[src/rtl/mlt_pkg.sv]
package mlt_pkg;
    localparam int LANE_W   = 8;
    localparam int N_LANES  = 4;
    localparam int DWORD_W  = LANE_W * N_LANES;

    // byte lane positions inside the configuration dword
    localparam int LANE_CLS  = 0;
    localparam int LANE_LAT  = 1;
    localparam int LANE_HDR  = 2;
    localparam int LANE_BIST = 3;

    localparam logic [LANE_W-1:0] HDR_SINGLE = 8'h00;
    localparam logic [LANE_W-1:0] HDR_MULTI  = 8'h80;
    localparam logic [LANE_W-1:0] NOT_IMPL   = 8'h00;

    typedef struct packed {
        logic [LANE_W-1:0] bist;
        logic [LANE_W-1:0] hdr;
        logic [LANE_W-1:0] lat;
        logic [LANE_W-1:0] cls;
    } misc_dword_t;

    typedef struct packed {
        logic              active;
        logic [LANE_W-1:0] count;
    } timer_state_t;

    function automatic logic [LANE_W-1:0] hdr_value(input logic multi);
        return multi ? HDR_MULTI : HDR_SINGLE;
    endfunction

    function automatic logic lane_writable(input int lane);
        return lane == LANE_LAT;
    endfunction
endpackage

[src/rtl/mlt_cfg_reg.sv]
module mlt_cfg_reg
    import mlt_pkg::*;
(
    input  logic                 clk,
    input  logic                 rst,
    input  logic                 wr,
    input  logic [N_LANES-1:0]   be,
    input  logic [DWORD_W-1:0]   wdata,
    input  logic                 strap,
    output logic [DWORD_W-1:0]   rdata,
    output logic [LANE_W-1:0]    lat_val
);
    logic [N_LANES-1:0][LANE_W-1:0] lane_q;
    logic [N_LANES-1:0][LANE_W-1:0] lane_fixed;
    misc_dword_t                    dw;

    assign lane_fixed[LANE_CLS]  = NOT_IMPL;
    assign lane_fixed[LANE_LAT]  = NOT_IMPL;
    assign lane_fixed[LANE_HDR]  = hdr_value(strap);
    assign lane_fixed[LANE_BIST] = NOT_IMPL;

    for (genvar g = 0; g < N_LANES; g++) begin : g_lane
        if (lane_writable(g)) begin : g_rw
            always_ff @(posedge clk) begin
                if (rst)
                    lane_q[g] <= '0;
                else if (wr && be[g])
                    lane_q[g] <= wdata[g*LANE_W +: LANE_W];
            end
        end else begin : g_ro
            assign lane_q[g] = lane_fixed[g];
        end
    end

    always_comb begin
        dw.bist = lane_q[LANE_BIST];
        dw.hdr  = lane_q[LANE_HDR];
        dw.lat  = lane_q[LANE_LAT];
        dw.cls  = lane_q[LANE_CLS];
    end

    assign rdata   = dw;
    assign lat_val = dw.lat;
endmodule

[src/rtl/mlt_counter.sv]
module mlt_counter
    import mlt_pkg::*;
(
    input  logic              clk,
    input  logic              rst,
    input  logic              load,
    input  logic              finish,
    input  logic [LANE_W-1:0] load_val,
    output logic              active,
    output logic              expired
);
    timer_state_t st_q;

    always_ff @(posedge clk) begin
        if (rst) begin
            st_q <= '0;
        end else if (load) begin
            st_q.active <= 1'b1;
            st_q.count  <= load_val;
        end else begin
            if (finish)
                st_q.active <= 1'b0;
            if (st_q.active && st_q.count != '0)
                st_q.count <= st_q.count - 1'b1;
        end
    end

    assign active  = st_q.active;
    assign expired = (st_q.count == '0);
endmodule

[src/rtl/mlt_term.sv]
module mlt_term (
    input  logic active,
    input  logic expired,
    input  logic gnt,
    output logic stop
);
    assign stop = active & expired & ~gnt;
endmodule

[src/rtl/mlt_top.sv]
module mlt_top
    import mlt_pkg::*;
(
    input  logic               clk,
    input  logic               rst,
    input  logic               cfg_wr,
    input  logic [N_LANES-1:0] cfg_be,
    input  logic [DWORD_W-1:0] cfg_wdata,
    output logic [DWORD_W-1:0] cfg_rdata,
    input  logic               multi_fn_strap,
    input  logic               frame_start,
    input  logic               frame_end,
    input  logic               gnt,
    output logic               must_stop
);
    logic [LANE_W-1:0] lat_val;
    logic              active;
    logic              expired;

    mlt_cfg_reg u_cfg (
        .clk     (clk),
        .rst     (rst),
        .wr      (cfg_wr),
        .be      (cfg_be),
        .wdata   (cfg_wdata),
        .strap   (multi_fn_strap),
        .rdata   (cfg_rdata),
        .lat_val (lat_val)
    );

    mlt_counter u_cnt (
        .clk      (clk),
        .rst      (rst),
        .load     (frame_start),
        .finish   (frame_end),
        .load_val (lat_val),
        .active   (active),
        .expired  (expired)
    );

    mlt_term u_term (
        .active  (active),
        .expired (expired),
        .gnt     (gnt),
        .stop    (must_stop)
    );
endmodule

[config.mk]
export PLATFORM = sky130hd
export DESIGN_NAME = mlt_top
export DESIGN_NICKNAME = d
export VERILOG_FILES = /design/src/rtl/mlt_pkg.sv /design/src/rtl/mlt_cfg_reg.sv /design/src/rtl/mlt_counter.sv /design/src/rtl/mlt_term.sv /design/src/rtl/mlt_top.sv
export SDC_FILE = /design/constraint.sdc
export NUM_CORES = 1
export LEC_CHECK = 0
export ABC_AREA = 1
export BUFFER_PORTS_ARGS = -buffer_cell sky130_fd_sc_hd__buf_2
export CORE_UTILIZATION = 38
export CTS_BUF_LIST = sky130_fd_sc_hd__clkbuf_4 sky130_fd_sc_hd__clkbuf_8
export DETAILED_ROUTE_END_ITERATION = 12
export HOLD_SLACK_MARGIN = 0.15
export PLACE_DENSITY = 0.78
export SYNTH_ARGS = -nofsm -noshare
export SYNTH_HDL_FRONTEND = slang
export SYNTH_SLANG_ARGS = --single-unit
export TNS_END_PERCENT = 5
[constraint.sdc]
create_clock -name clk -period 1.25 [get_ports clk]
set_input_delay 0.25 -clock clk [delete_from_list [all_inputs] [get_ports clk]]
set_output_delay 0.25 -clock clk [all_outputs]
set_load 0.01 [all_outputs]
* After elaboration in Yosys (flattened, before gate mapping) *
Index checks and enable logic that the tools add are counted.

storage, ports and cells
  output and inout bits = 33
  word-level logic and storage cells = 17
  bits in registers = 17
  memories kept = 0
  latch bits = 0
  bits of input ports = 43
  RAM bits = 0
  ROM bits = 0

operators by class
  reduce and logical (&&, ||, !) cells = 6
  order comparisons = 0
  bitwise operators = 3
  multiplexer cells = 4
  $add $sub $neg = 1
  equality and inequality tests = 0
  multipliers = 0
  divide/modulo/power cells = 0
  shift-type cells = 0

operators with widths
  operator                                          count
  two-way mux 8 bit                                 2
  two-way mux 9 bit                                 1
  logical NOT 8 bit                                 1
  nonzero test 8 bit                                1
  subtractor 8 x 1 -> 8 bit, second input constant  1
  nonzero test 2 bit                                2
  AND 1 bit                                         2
  logical AND 1 bit                                 2
  two-way mux 1 bit                                 1
  NOT 1 bit                                         1

* Logic depth before layout (Yosys ltp) *
  depth after elaboration = 4
  mapped depth = 10
  gate-level depth less buffers = 10

* Hierarchy *
A second synthesis with hierarchy kept.

second synthesis, totals
  cell total of the unflattened synthesis = 185
  area total of the unflattened synthesis = 1275.0 um^2

modules (own cells, without submodules)
  module       sequential area each (um^2)  cells each  times used  area an instance (um^2)
  mlt_counter  180.2                        99          1           684.4
  mlt_cfg_reg  160.2                        84          1           580.6
  mlt_term     0.0                          2           1           10.0

* Worst setup path before layout *
Ideal clock, no wire load.

  path type = flip-flop to output port
  start point = reg u_cnt.st_q[0] (netlist bit)
  end point = out must_stop
  arrival = 1.097 ns
  slack = -0.097 ns
  data required time = 1.000 ns
  path buffers = 0
  stages on the path, launching flop included = 7
  cell sequence = dfxtp_1 -> inv_1 -> ha_1 -> nand2_2 -> nor2_4 -> inv_1 -> nor3_1

on the way
  longest elaborated chain between the ends = 3

ends and longest elaborated chain
  what                    RTL line           text
  start: declaration      mlt_counter.sv:12  timer_state_t st_q;
  logical NOT 8 bit       mlt_counter.sv:29  assign expired = (st_q.count == '0);
  AND 1 bit (2 in a row)  mlt_term.sv:7      assign stop = active & expired & ~gnt;
  end: declaration        mlt_top.sv:14      output logic must_stop

Every way passes these cells.

* Final worst setup path *
  start point = reg u_cnt.st_q[1] (netlist bit)
  end point = out must_stop

The elaborated chain is that of the path after synthesis.

==> impl_results.md <==
* Final setup fails at 7
* First-pass GRT wire length at ~3.5 mm
* CP required at 1.00 ns
* Reg area at approximately 340 sq um
* Critical-path maximum fanout at 2
* WL final at roughly 2.0 mm
* Final setup TNS at -0.429 ns
* Net count, final at approximately 240
* Post-place setup slack at -0.105 ns
* Yosys top cell area share at 31.8%
* Final min period at 1.54 ns
* Fin cells at roughly 230
* Cell Rows at 18
* Final setup margin at -0.288 ns
* Initial DRC Count at 27
* Final Cycle Share at 123%
* Total of max-cap violations at 0
* CP Class: flop to output pin
* Area delta synth->final at 19.5%
* Post-Syn Area at approximately 0.0011 sq mm
* Most used routing layer: met2
* Met1 Resource Use GR at 19.2%
* H-tree depth at 1
* Hold WS at 0.182 ns
* Footprint of the multi-input gates at ~590 sq um
* Reg clk slew, reported paths at approximately 0.10 ns
* Clock buffer count from CTS at 3
* DP Wirelength at around 1.5 mm
* Failing checks: setup timing
* Pwr/cell area at approximately 1100 mW/mm^2
* Cells after Synth at between 150 and 200
* Synth Warn # at 0
* Vias in the first global route at 832
* Sequential area share after synthesis at about a third
* Post-Route Utilization at about half
* Met3 track demand over resource at around 3.3%
* Maximum clock path buffer count at 2
* Placed inst area at between 0.001 and 0.0015 sq mm
* Worst-skew pair later-pin latency at 0.29 ns
* Largest net degree at the start of global routing at 14
* Worst EP arrival at ~1.3 ns
* Initial Util at about two fifths
* DP Cell Count at 222
* First-pass iteration count of the detailed router at 4
* Fraction of layout cells with a size suffix above 1 at approximately 30%
* Lkg Pwr at 0.682 nW
* Port Buffer Count at 23
* Outcome: complete, but fails checks
* Vias at 1,006
* GR Util All Layers at 16.3%
* Overall Power at roughly 1.4 mW
* Remaining antenna violation count at 0
* Met2 GRT Util at between 20 and 30%
* Min-Delay Path Class: primary input to flop
* Ports at between 70 and 80
* RSZ-0062 raised after global routing: true
* VDD IR max at about 670 uV
* Drt drc at 0
* N_diodes at 0
* Design area at approximately 0.0013 sq mm
* CORE AREA at around 0.0026 sq mm
* Achievable Freq at ~650 MHz
* Syn avg cell area at about 6.7 sq um
* CP Launch Type: flop
* Synth area leader: dfxtp_1
* Die Y at roughly 55 um
* Hold Vio Cnt, Final at 0
* Die area at 0.00303 sq mm
* Initial antenna violation count at 0
* CTS root buffer: clkbuf_4
* Top cells by area, synth: dfxtp_1, buf_4, nand2_1, nor2_1, o21ai_0
* Clock sink count at 17
* Filler cells at 280
* CTS tree: yes
* Die W at 55.1 um
* Synth cell types at 20
* Worst Setup End Kind: output pin
* Wire per inst at approximately 8.8 um
* Gr ovfl total at 0
* Synth Register Bits at 17
* Final Skew at approximately 0.0026 ns
* RD Place Congestion at 0.825
* Pins Over Slew Limit at 0
* Via density per instance at between 4 and 5
-- area by class of cell --
class,instances,share of cell area (%)
multi-input cells,124,45.8
flip-flops and latches,17,26.8
repair buffers,37,17.2
inverters,16,4.89
well taps,30,2.93
clock buffers,4,2.35
-- where the power goes --
group          total, mW  leakage [nW]  internal [mW]  switching [mW]
registers          0.612         0.141          0.585          0.0264
clock network      0.322        0.0184          0.146           0.176
logic              0.473         0.523          0.199           0.274
-- worst max-delay path, stage by stage (launching register included) --
cell and delay [ns]:
dfxtp_2 0.34, inv_2 0.07, ha_4 0.15, nand2_4 0.05
nor2_4 0.12, inv_2 0.04, nor3_2 0.08, buf_2 0.14
-- cells in the final DEF, fill, tap and decap left out --
| master | count |
|---|---|
| a21oi_1 | 5 |
| a21oi_2 | 1 |
| a22oi_1 | 1 |
| buf_2 | 23 |
| buf_4 | 14 |
| clkbuf_4 | 4 |
| conb_1 | 23 |
| dfxtp_1 | 15 |
| dfxtp_2 | 2 |
| ha_4 | 1 |
| inv_1 | 11 |
| inv_2 | 4 |
| inv_4 | 1 |
| nand2_1 | 32 |
| nand2_2 | 1 |
| nand2_4 | 1 |
| nand3_1 | 8 |
| nand3b_1 | 1 |
| nor2_1 | 29 |
| nor2_2 | 2 |
| nor2_4 | 2 |
| nor2_8 | 1 |
| nor3_2 | 1 |
| o21ai_0 | 13 |
| o21ai_1 | 2 |
-- cell usage after synthesis --
master / instances
a21oi_1: 6
a22oi_1: 1
buf_2: 1
buf_4: 25
conb_1: 1
dfxtp_1: 17
ha_1: 1
inv_1: 15
inv_4: 1
nand2_1: 32
nand2_2: 2
nand3_1: 8
nand3b_1: 1
nor2_1: 30
nor2_2: 1
nor2_4: 2
nor2_8: 1
nor3_1: 1
o21ai_0: 14
o21ai_1: 1
-- flip-flops by register name, summed over array words and instances (netlist names) --
register,cells
u_cfg.lat_val,8
u_cnt.active,1
u_cnt.st_q,8
-- per-layer routing --
layer	part of all wire [%]	wire length, um	up-vias
met5	0	0	-
met3	5.0	99	4
met2	48	956	38
li1	-	-	532
met4	1.6	31	0
met1	45	908	432
-- repair_timing --
| action | CTS | global route |
|---|---|---|
| hold buffers | 0 | 0 |
| setup endpoints to repair | 9 | 9 |
| buffers inserted | 2 | 0 |
| gates resized for setup | 10 | 1 |
| pin swaps | 4 | 3 |
| hold endpoints to repair | 0 | 0 |
-- final timing paths --
path	from	end	slack [ns]	depth (start not counted)
min	rst	u_cnt.st_q[0]	0.18	2
max reg2reg	u_cnt.st_q[0]	u_cnt.st_q[6]	-0.05	9
max	u_cnt.st_q[1]	must_stop	-0.29	7
min reg2reg	u_cfg.lat_val[2]	u_cfg.lat_val[2]	0.49	2
-- kinds of logic (layout without fill, tap and decap cells) --
logic type	Yosys count	after routing	share of synthesized area [%]
fa+ha+maj	1	1	1.17
compound gates	22	22	10.5
other cells	1	23	0.350
buf+inv	42	57	23.8
flops	17	17	31.8
simple gates	78	78	32.4
No activity file was read; power rests on OpenSTA's default activity.
